**src/rtl/i2c_arb_pkg.sv**
```systemverilog
package i2c_arb_pkg;
    localparam int DATA_W    = 8;
    localparam int NUM_PAIRS = 2;

    // CONTROL register bit positions
    localparam int CTRL_EN_BIT  = 0;
    localparam int CTRL_IE_BIT  = 1;
    localparam int CTRL_SEL_BIT = 2;

    // STATUS register bit positions
    localparam int ST_ARB_BIT  = 7;
    localparam int ST_NAK_BIT  = 6;
    localparam int ST_BUSY_BIT = 5;
    localparam int ST_MST_BIT  = 4;

    typedef enum logic {
        REG_CTRL = 1'b0,
        REG_STAT = 1'b1
    } reg_sel_e;

    typedef struct packed {
        logic en;
        logic irq_en;
        logic sel;
        logic master;
        logic busy;
        logic arb;
        logic nak;
    } arb_state_t;
endpackage

```
**src/rtl/i2c_arb_sync.sv**
```systemverilog
module i2c_arb_sync #(
    parameter int WIDTH  = 2,
    parameter int STAGES = 2
) (
    input  logic             clk,
    input  logic             rst_n,
    input  logic [WIDTH-1:0] din,
    output logic [WIDTH-1:0] dout
);
    // Idle I2C lines are high, so every stage resets to ones.
    logic [STAGES-1:0][WIDTH-1:0] stage_d, stage_q;

    always_comb begin
        stage_d[0] = din;
        for (int s = 1; s < STAGES; s++) begin
            stage_d[s] = stage_q[s-1];
        end
    end

    generate
        for (genvar g = 0; g < STAGES; g++) begin : g_stage
            always_ff @(posedge clk or negedge rst_n) begin
                if (!rst_n) stage_q[g] <= '1;
                else        stage_q[g] <= stage_d[g];
            end
        end
    endgenerate

    assign dout = stage_q[STAGES-1];
endmodule

```
**src/rtl/i2c_arb_linemon.sv**
```systemverilog
module i2c_arb_linemon (
    input  logic clk,
    input  logic rst_n,
    input  logic scl,
    input  logic sda,
    output logic scl_rise,
    output logic start_det,
    output logic stop_det
);
    typedef struct packed {
        logic scl;
        logic sda;
    } line_prev_t;

    line_prev_t prev_d, prev_q;

    always_comb begin
        prev_d.scl = scl;
        prev_d.sda = sda;
    end

    always_ff @(posedge clk or negedge rst_n) begin
        if (!rst_n) prev_q <= '1;
        else        prev_q <= prev_d;
    end

    assign scl_rise  = !prev_q.scl && scl;
    assign start_det = prev_q.scl && scl && prev_q.sda && !sda;
    assign stop_det  = prev_q.scl && scl && !prev_q.sda && sda;
endmodule

```
**src/rtl/i2c_arb_pinmux.sv**
```systemverilog
module i2c_arb_pinmux
    import i2c_arb_pkg::*;
(
    input  logic                 en,
    input  logic                 sel,
    input  logic                 sci_en,
    input  logic                 master,
    input  logic                 scl_rel,
    input  logic                 sda_rel,
    input  logic [NUM_PAIRS-1:0] scl_in,
    input  logic [NUM_PAIRS-1:0] sda_in,
    output logic [NUM_PAIRS-1:0] scl_pull,
    output logic [NUM_PAIRS-1:0] sda_pull,
    output logic                 scl_act,
    output logic                 sda_act
);
    localparam int IDX_W = (NUM_PAIRS > 1) ? $clog2(NUM_PAIRS) : 1;

    logic [IDX_W-1:0] act_idx;
    logic             drive_ok;

    // The second pair is granted only when the serial port leaves it free.
    assign act_idx  = (en && sel && !sci_en) ? IDX_W'(1) : IDX_W'(0);
    assign drive_ok = en && master;

    generate
        for (genvar p = 0; p < NUM_PAIRS; p++) begin : g_pair
            assign scl_pull[p] = drive_ok && (act_idx == IDX_W'(p)) && !scl_rel;
            assign sda_pull[p] = drive_ok && (act_idx == IDX_W'(p)) && !sda_rel;
        end
    endgenerate

    assign scl_act = scl_in[act_idx];
    assign sda_act = sda_in[act_idx];
endmodule

```
**src/rtl/i2c_arb_ctrl.sv**
```systemverilog
module i2c_arb_ctrl
    import i2c_arb_pkg::*;
#(
    parameter int SYNC_STAGES = 2
) (
    input  logic                 clk,
    input  logic                 rst_n,
    input  logic                 reg_wr,
    input  logic                 reg_addr,
    input  logic [DATA_W-1:0]    reg_wdata,
    output logic [DATA_W-1:0]    reg_rdata,
    input  logic                 sci_en,
    input  logic                 eng_scl_rel,
    input  logic                 eng_sda_rel,
    input  logic                 eng_nak,
    output logic                 master_o,
    output logic                 busy_o,
    output logic                 irq,
    input  logic [NUM_PAIRS-1:0] scl_in,
    input  logic [NUM_PAIRS-1:0] sda_in,
    output logic [NUM_PAIRS-1:0] scl_pull,
    output logic [NUM_PAIRS-1:0] sda_pull
);
    arb_state_t st_d, st_q;

    logic       scl_act, sda_act;
    logic [1:0] line_s;
    logic       scl_s, sda_s;
    logic       scl_rise, start_det, stop_det;
    logic       wr_ctrl, wr_stat;

    i2c_arb_pinmux u_mux (
        .en       (st_q.en),
        .sel      (st_q.sel),
        .sci_en   (sci_en),
        .master   (st_q.master),
        .scl_rel  (eng_scl_rel),
        .sda_rel  (eng_sda_rel),
        .scl_in   (scl_in),
        .sda_in   (sda_in),
        .scl_pull (scl_pull),
        .sda_pull (sda_pull),
        .scl_act  (scl_act),
        .sda_act  (sda_act)
    );

    i2c_arb_sync #(.WIDTH(2), .STAGES(SYNC_STAGES)) u_sync (
        .clk   (clk),
        .rst_n (rst_n),
        .din   ({scl_act, sda_act}),
        .dout  (line_s)
    );

    assign scl_s = line_s[1];
    assign sda_s = line_s[0];

    i2c_arb_linemon u_mon (
        .clk       (clk),
        .rst_n     (rst_n),
        .scl       (scl_s),
        .sda       (sda_s),
        .scl_rise  (scl_rise),
        .start_det (start_det),
        .stop_det  (stop_det)
    );

    assign wr_ctrl = reg_wr && (reg_sel_e'(reg_addr) == REG_CTRL);
    assign wr_stat = reg_wr && (reg_sel_e'(reg_addr) == REG_STAT);

    always_comb begin
        st_d = st_q;

        if (wr_ctrl) begin
            st_d.en     = reg_wdata[CTRL_EN_BIT];
            st_d.irq_en = reg_wdata[CTRL_IE_BIT];
            st_d.sel    = reg_wdata[CTRL_SEL_BIT];
        end

        if (wr_stat) begin
            if (!reg_wdata[ST_ARB_BIT]) st_d.arb = 1'b0;
            if (!reg_wdata[ST_NAK_BIT]) st_d.nak = 1'b0;
            if (reg_wdata[ST_MST_BIT]) begin
                if (!st_q.master && st_q.en) begin
                    if (st_q.busy) st_d.arb    = 1'b1;
                    else           st_d.master = 1'b1;
                end
            end else begin
                st_d.master = 1'b0;
            end
        end

        if (st_q.en) begin
            if (start_det)     st_d.busy = 1'b1;
            else if (stop_det) st_d.busy = 1'b0;
        end

        // Released data that reads low on a clock rise: another master won.
        if (st_q.master && scl_rise && eng_sda_rel && !sda_s) begin
            st_d.arb    = 1'b1;
            st_d.master = 1'b0;
        end

        if (st_q.master && eng_nak) begin
            st_d.nak    = 1'b1;
            st_d.master = 1'b0;
        end

        if (!st_d.en) begin
            st_d.master = 1'b0;
            st_d.busy   = 1'b0;
        end
    end

    always_ff @(posedge clk or negedge rst_n) begin
        if (!rst_n) st_q <= '0;
        else        st_q <= st_d;
    end

    always_comb begin
        reg_rdata = '0;
        if (reg_sel_e'(reg_addr) == REG_CTRL) begin
            reg_rdata[CTRL_EN_BIT]  = st_q.en;
            reg_rdata[CTRL_IE_BIT]  = st_q.irq_en;
            reg_rdata[CTRL_SEL_BIT] = st_q.sel;
        end else begin
            reg_rdata[ST_ARB_BIT]  = st_q.arb;
            reg_rdata[ST_NAK_BIT]  = st_q.nak;
            reg_rdata[ST_BUSY_BIT] = st_q.busy;
            reg_rdata[ST_MST_BIT]  = st_q.master;
        end
    end

    assign master_o = st_q.master;
    assign busy_o   = st_q.busy;
    assign irq      = (st_q.arb && st_q.irq_en) || (st_q.nak && st_q.irq_en);
endmodule

```
**config.mk**
```make
export PLATFORM = sky130hd
export DESIGN_NAME = i2c_arb_ctrl
export DESIGN_NICKNAME = d
export VERILOG_FILES = /design/src/rtl/i2c_arb_pkg.sv /design/src/rtl/i2c_arb_sync.sv /design/src/rtl/i2c_arb_linemon.sv /design/src/rtl/i2c_arb_pinmux.sv /design/src/rtl/i2c_arb_ctrl.sv
export SDC_FILE = /design/constraint.sdc
export NUM_CORES = 1
export LEC_CHECK = 0
export ABC_AREA = 0
export CAP_MARGIN = 10
export CORE_UTILIZATION = 40
export DETAILED_ROUTE_END_ITERATION = 7
export HOLD_SLACK_MARGIN = 0.06
export PLACE_DENSITY = 0.88
export SYNTH_ARGS = -nofsm -noshare
export SYNTH_HDL_FRONTEND = slang
export SYNTH_SLANG_ARGS = --single-unit
export TNS_END_PERCENT = 5
```
**constraint.sdc**
```tcl
create_clock -name clk -period 2.45 [get_ports clk]
set_input_delay 0.3675 -clock clk [delete_from_list [all_inputs] [get_ports clk]]
set_output_delay 0.3675 -clock clk [all_outputs]
set_load 0.02 [all_outputs]
```
After elaboration in Yosys (flattened, before gate mapping)
Cells that the tools add are included.
W data, S select, Z words.
Word-level totals
  flip-flop bits (word level): 13
  input port bits: 20
  word-level logic and storage cells: 83
Operators by class
  bitwise gates (word level): 2
  $lt $le $gt $ge: 1
  equal/unequal tests: 6
  multiplexer cells: 26
  reductions and logical operators: 37
Operators with widths (number)
  $logic_and A1 B1 Y1: 24
  $mux W1: 21
  $logic_not A1 Y1: 7
  $mux W3: 2
  $ne A5 B2 Y1 const B: 1
  $ne A5 B3 Y1 const B: 1
  $mux W2: 2
  $mux W4: 1
  $ne A2 B1 Y1 const B: 2
  $ne A4 B1 Y1 const B: 1
  $reduce_and A2 Y1: 2
  $reduce_bool A2 Y1: 2
  $ne A3 B1 Y1 const B: 1
  $reduce_and A3 Y1: 1
  $lt A1 B2 Y1 const B: 1
  $not A1 Y1: 2
  $logic_or A1 B1 Y1: 1

Longest topological paths before layout
  depth in word-level cells: 8
  depth in mapped cells: 4
  gate-level depth less buffers: 3

By module
A second synthesis with hierarchy kept.
Unflattened totals
  cell total of the unflattened synthesis: 58
  area total of the unflattened synthesis: 665.6 um^2
By module, submodules not included
  i2c_arb_ctrl: cells an instance 39, area an instance 395.4 um^2, times used 1
  i2c_arb_sync: cells an instance 4, area an instance 105.1 um^2, times used 1
  i2c_arb_pinmux: cells an instance 10, area an instance 86.3 um^2, times used 1
  i2c_arb_linemon: cells an instance 5, area an instance 78.8 um^2, times used 1

Worst setup path after synthesis
Ideal clock, no wire load.
  path kind: register -> output
  from: register st_q, in the netlist master_o
  to: output scl_pull[0]
  cell stages (with the launch flop): 3
  data arrival time: 1.104 ns
  setup slack: 0.978 ns
  cells stage by stage: dfrtp_1 nand2_1 nor3_1
Between the ends
  longest elaborated chain between the ends: 3
RTL lines
  start, declared: line i2c_arb_ctrl.sv:24  | arb_state_t st_d, st_q;
  start signal, assigned: line i2c_arb_ctrl.sv:116  | else st_q <= st_d;
  $logic_and A1 B1 Y1: line i2c_arb_pinmux.sv:24  | assign drive_ok = en && master;
  $logic_and A1 B1 Y1 (2 in series): line i2c_arb_pinmux.sv:28  | assign scl_pull[p] = drive_ok && (act_idx == IDX_W'(p)) && !scl_rel;
  end, declared: line i2c_arb_ctrl.sv:21  | output logic [NUM_PAIRS-1:0] scl_pull,
No other way between the ends.

Final worst setup path
  from: input sci_en
  to: output scl_pull[0]
Between the ends
  longest elaborated chain between the ends: 6
RTL lines
  start, declared: line i2c_arb_ctrl.sv:12  | input logic sci_en,
  $logic_not A1 Y1: line i2c_arb_pinmux.sv:23  | assign act_idx = (en && sel && !sci_en) ? IDX_W'(1) : IDX_W'(0);
  $logic_and A1 B1 Y1: line i2c_arb_pinmux.sv:23
  $mux W1: line i2c_arb_pinmux.sv:23
  $not A1 Y1: line i2c_arb_pinmux.sv:28
  $logic_and A1 B1 Y1 (2 in series): line i2c_arb_pinmux.sv:28
No other way between the ends.

==> impl_metrics.csv <==
group,metric,value,unit
place,hpwl,1.14,mm
place,place_congestion,0.705,
run,cap_violations,0,
timing,setup_viol,0,
logic_synthesis,synth-seq-area-share,0.505,
logic_synthesis,synth_edf_count,0,
logic_synthesis,synth_warnings,0,
drt,drtAntennaViolNets,0,
logic_synthesis,ys.flop_type,"dfrtp_1",
pwr,p_per_area,540,mW/mm2
floorplan,num_rows,14,
cts,tritoncts,"built",
cts,clk_pin_slew,90,ps
drt,postRouteWirelength,1.48,mm
setup_path,worstSetupEndpointType,"output port",
cts,htree_levels,1,
timing,totalNegativeSetupSlack,0,ps
drt,drt-wirelength-per-cell,13.7,um
place,port_buffers,31,
floorplan,pin_count,35,
timing,worst_pin_slew,583,ps
timing,relSlewSlack,0.610,
pwr,power,0.539,mW
grt,grt_pass1_wl,2.48,mm
grt,antenna_found_initial,0,
setup_path,crit_required,2080,ps
timing,finalClockSkew,14.1,ps
timing,period_needed,2240,ps
logic_synthesis,yosys-top-cells-area,"dfrtp_1, dfstp_2, mux2_2, and2_2, nand2_1",
final_layout,diodes,0,
status,outcome,"finished clean",
drt,drt_iter0_drc,8,
cts,numCtsBuffers,3,
grt,grt.total_usage,0.193,
drt,post-route-drc-count,0,
cts,clock_latency,280,ps
floorplan,die_w,42.6,um
cts,cts_buffer_depth,2,
final_layout,layout-drive-gt1-share,0.250,
setup_path,crit_path_max_fanout,3,
timing,period_share,0.916,
logic_synthesis,synth_area_leader_cell,"dfrtp_1",
grt,grt_max_degree,14,
floorplan,die_h,42.6,um
logic_synthesis,synth_cells,59,
setup_path,worst_setup_path_start_kind,"primary input",
setup_path,cp-startpoint,"sci_en",
drt,avgViaCountPerCell,5.26,
floorplan,initial_utilization,0.433,
logic_synthesis,synth-seq-cells,13,
worst_hold_path,hp-start,"u_sync.dout[0]$_DFF_PN1_",
drt,first_pass_iters,4,
logic_synthesis,synth-async-reset-ratio,1.00,
cts,cts_setup_buffers,0,
final_layout,final.fill_count,139,
logic_synthesis,synth_top_area_share,0.266,
logic_synthesis,syn_avg_cell_area,11.2,um2
cts,cts.repair.resized,0,
timing,whs,357,ps
setup_path,critical_path_class,"in2out",
timing,hold_viol,0,
pwr,power.leakage,0.413,nW
floorplan,coreArea,0.00152,mm2
logic_synthesis,synth_nets,79,
setup_path,regToRegStartpoint,"st_q[6]$_DFF_PN0_",
worst_hold_path,hold_class,"reg2reg",
timing,max_freq,446,MHz
timing,maxSlewViolCount,0,
drt,vias,568,
cts,clkSinkCount,13,
final_layout,fin_util,0.654,
timing,rsz0062_at_grt,"no",
pwr,ir_worst_vdd,0.366,mV
grt,overflow,0,
final_layout,area_growth,51.2,%
cts,root_buffer,"clkbuf_4",
logic_synthesis,synth_area,659,um2
cts,postCtsHoldBufs,0,
grt,first_global_vias,590,
logic_synthesis,synth_cell_types,25,
floorplan,dieArea,0.00181,mm2
setup_path,arrival,1880,ps
final_layout,nNetsFinal,113,
logic_synthesis,synthTopCellsByCount,"dfrtp_1, nand2_1, dfstp_2",
setup_path,rrSetupSlack,1280,ps
==> worst max-delay path, cell delays in order <==
cell and delay, ps:
clkdlybuf4s50_1 470, and2b_1 200, nor3_1 200, clkdlybuf4s50_1 640
==> power breakdown <==
part	internal (mW)	switching (mW)	total (mW)
Combinational	0.0794	0.0551	0.135
Clock	0.0632	0.0737	0.137
Sequential	0.245	0.0224	0.267
==> through the flow <==
step           cell area (um2)  setup slack [ps]  std cells
6_report                   997               207        108
5_1_grt                    997               133        108
4_1_cts                    997               178        108
3_5_place_dp               971               196        104
2_1_floorplan              659               978         59
3_3_place_gp               971               216        104
==> kinds of logic after synthesis <==
| group | Yosys count | synth area share |
|---|---|---|
| and+or+nand+nor | 28 | 0.269 |
| muxes | 5 | 0.0854 |
| other | 1 | 0.00569 |
| AOI/OAI and AO/OA | 9 | 0.101 |
| buffers and inverters | 3 | 0.0342 |
| DFF | 13 | 0.505 |
==> path summary, 6_finish.rpt <==
check	to	cells past startpoint
worst max-delay path	scl_pull[0]	4
worst min-delay path	u_mon.prev_q[0]$_DFF_PN1_	0
worst max register to register	master_o$_DFFE_PN0P_	3
worst min register to register	u_mon.prev_q[0]$_DFF_PN1_	0
max in group asynchronous	busy_o$_DFFE_PN0P_	1
min in group asynchronous	st_q[4]$_DFFE_PN0N_	1
==> flip-flops by register name, summed over array words and instances (netlist names) <==
name and count:
st_q 5, u_mon.prev_q 2, u_sync.dout 2, u_sync.stage_d 2, busy_o 1, master_o 1
==> metal layers <==
metal	vias to the layer above	GRT usage	part of all wire
met5	-	0	0
met3	4	0.0474	0.049
met1	269	0.225	0.42
met4	0	0.131	0.024
met2	26	0.308	0.50
li1	269	-	-
==> cell usage in the layout (no fill, tap or decap) <==
cell and n:
and2b_2 3, nor3_1 4, a41oi_1 1, nor4bb_1 1
and2_2 4, o21ai_0 3, a21boi_1 1, and3_1 1
inv_1 1, and4b_1 1, dfstp_2 6, clkbuf_4 3
nand3_1 3, clkdlybuf4s50_1 31, conb_1 1, o21a_1 1
dfrtp_1 7, a22o_1 2, and2b_1 1, nor2b_4 1
or2_1 1, nand2b_1 1, mux2_2 5, nand2_1 7
clkbuf_1 1, a21bo_2 1
==> layout make-up <==
type                       count  area [um2]  area share
clock buffer                   4        26.3      0.0263
sequential                    13         333       0.334
tap                           16        20.0      0.0201
multi-input combinational     43         304       0.305
timing repair buffer          31         310       0.311
inverter                       1        3.75     0.00376
(Power assumes the default switching activity.)
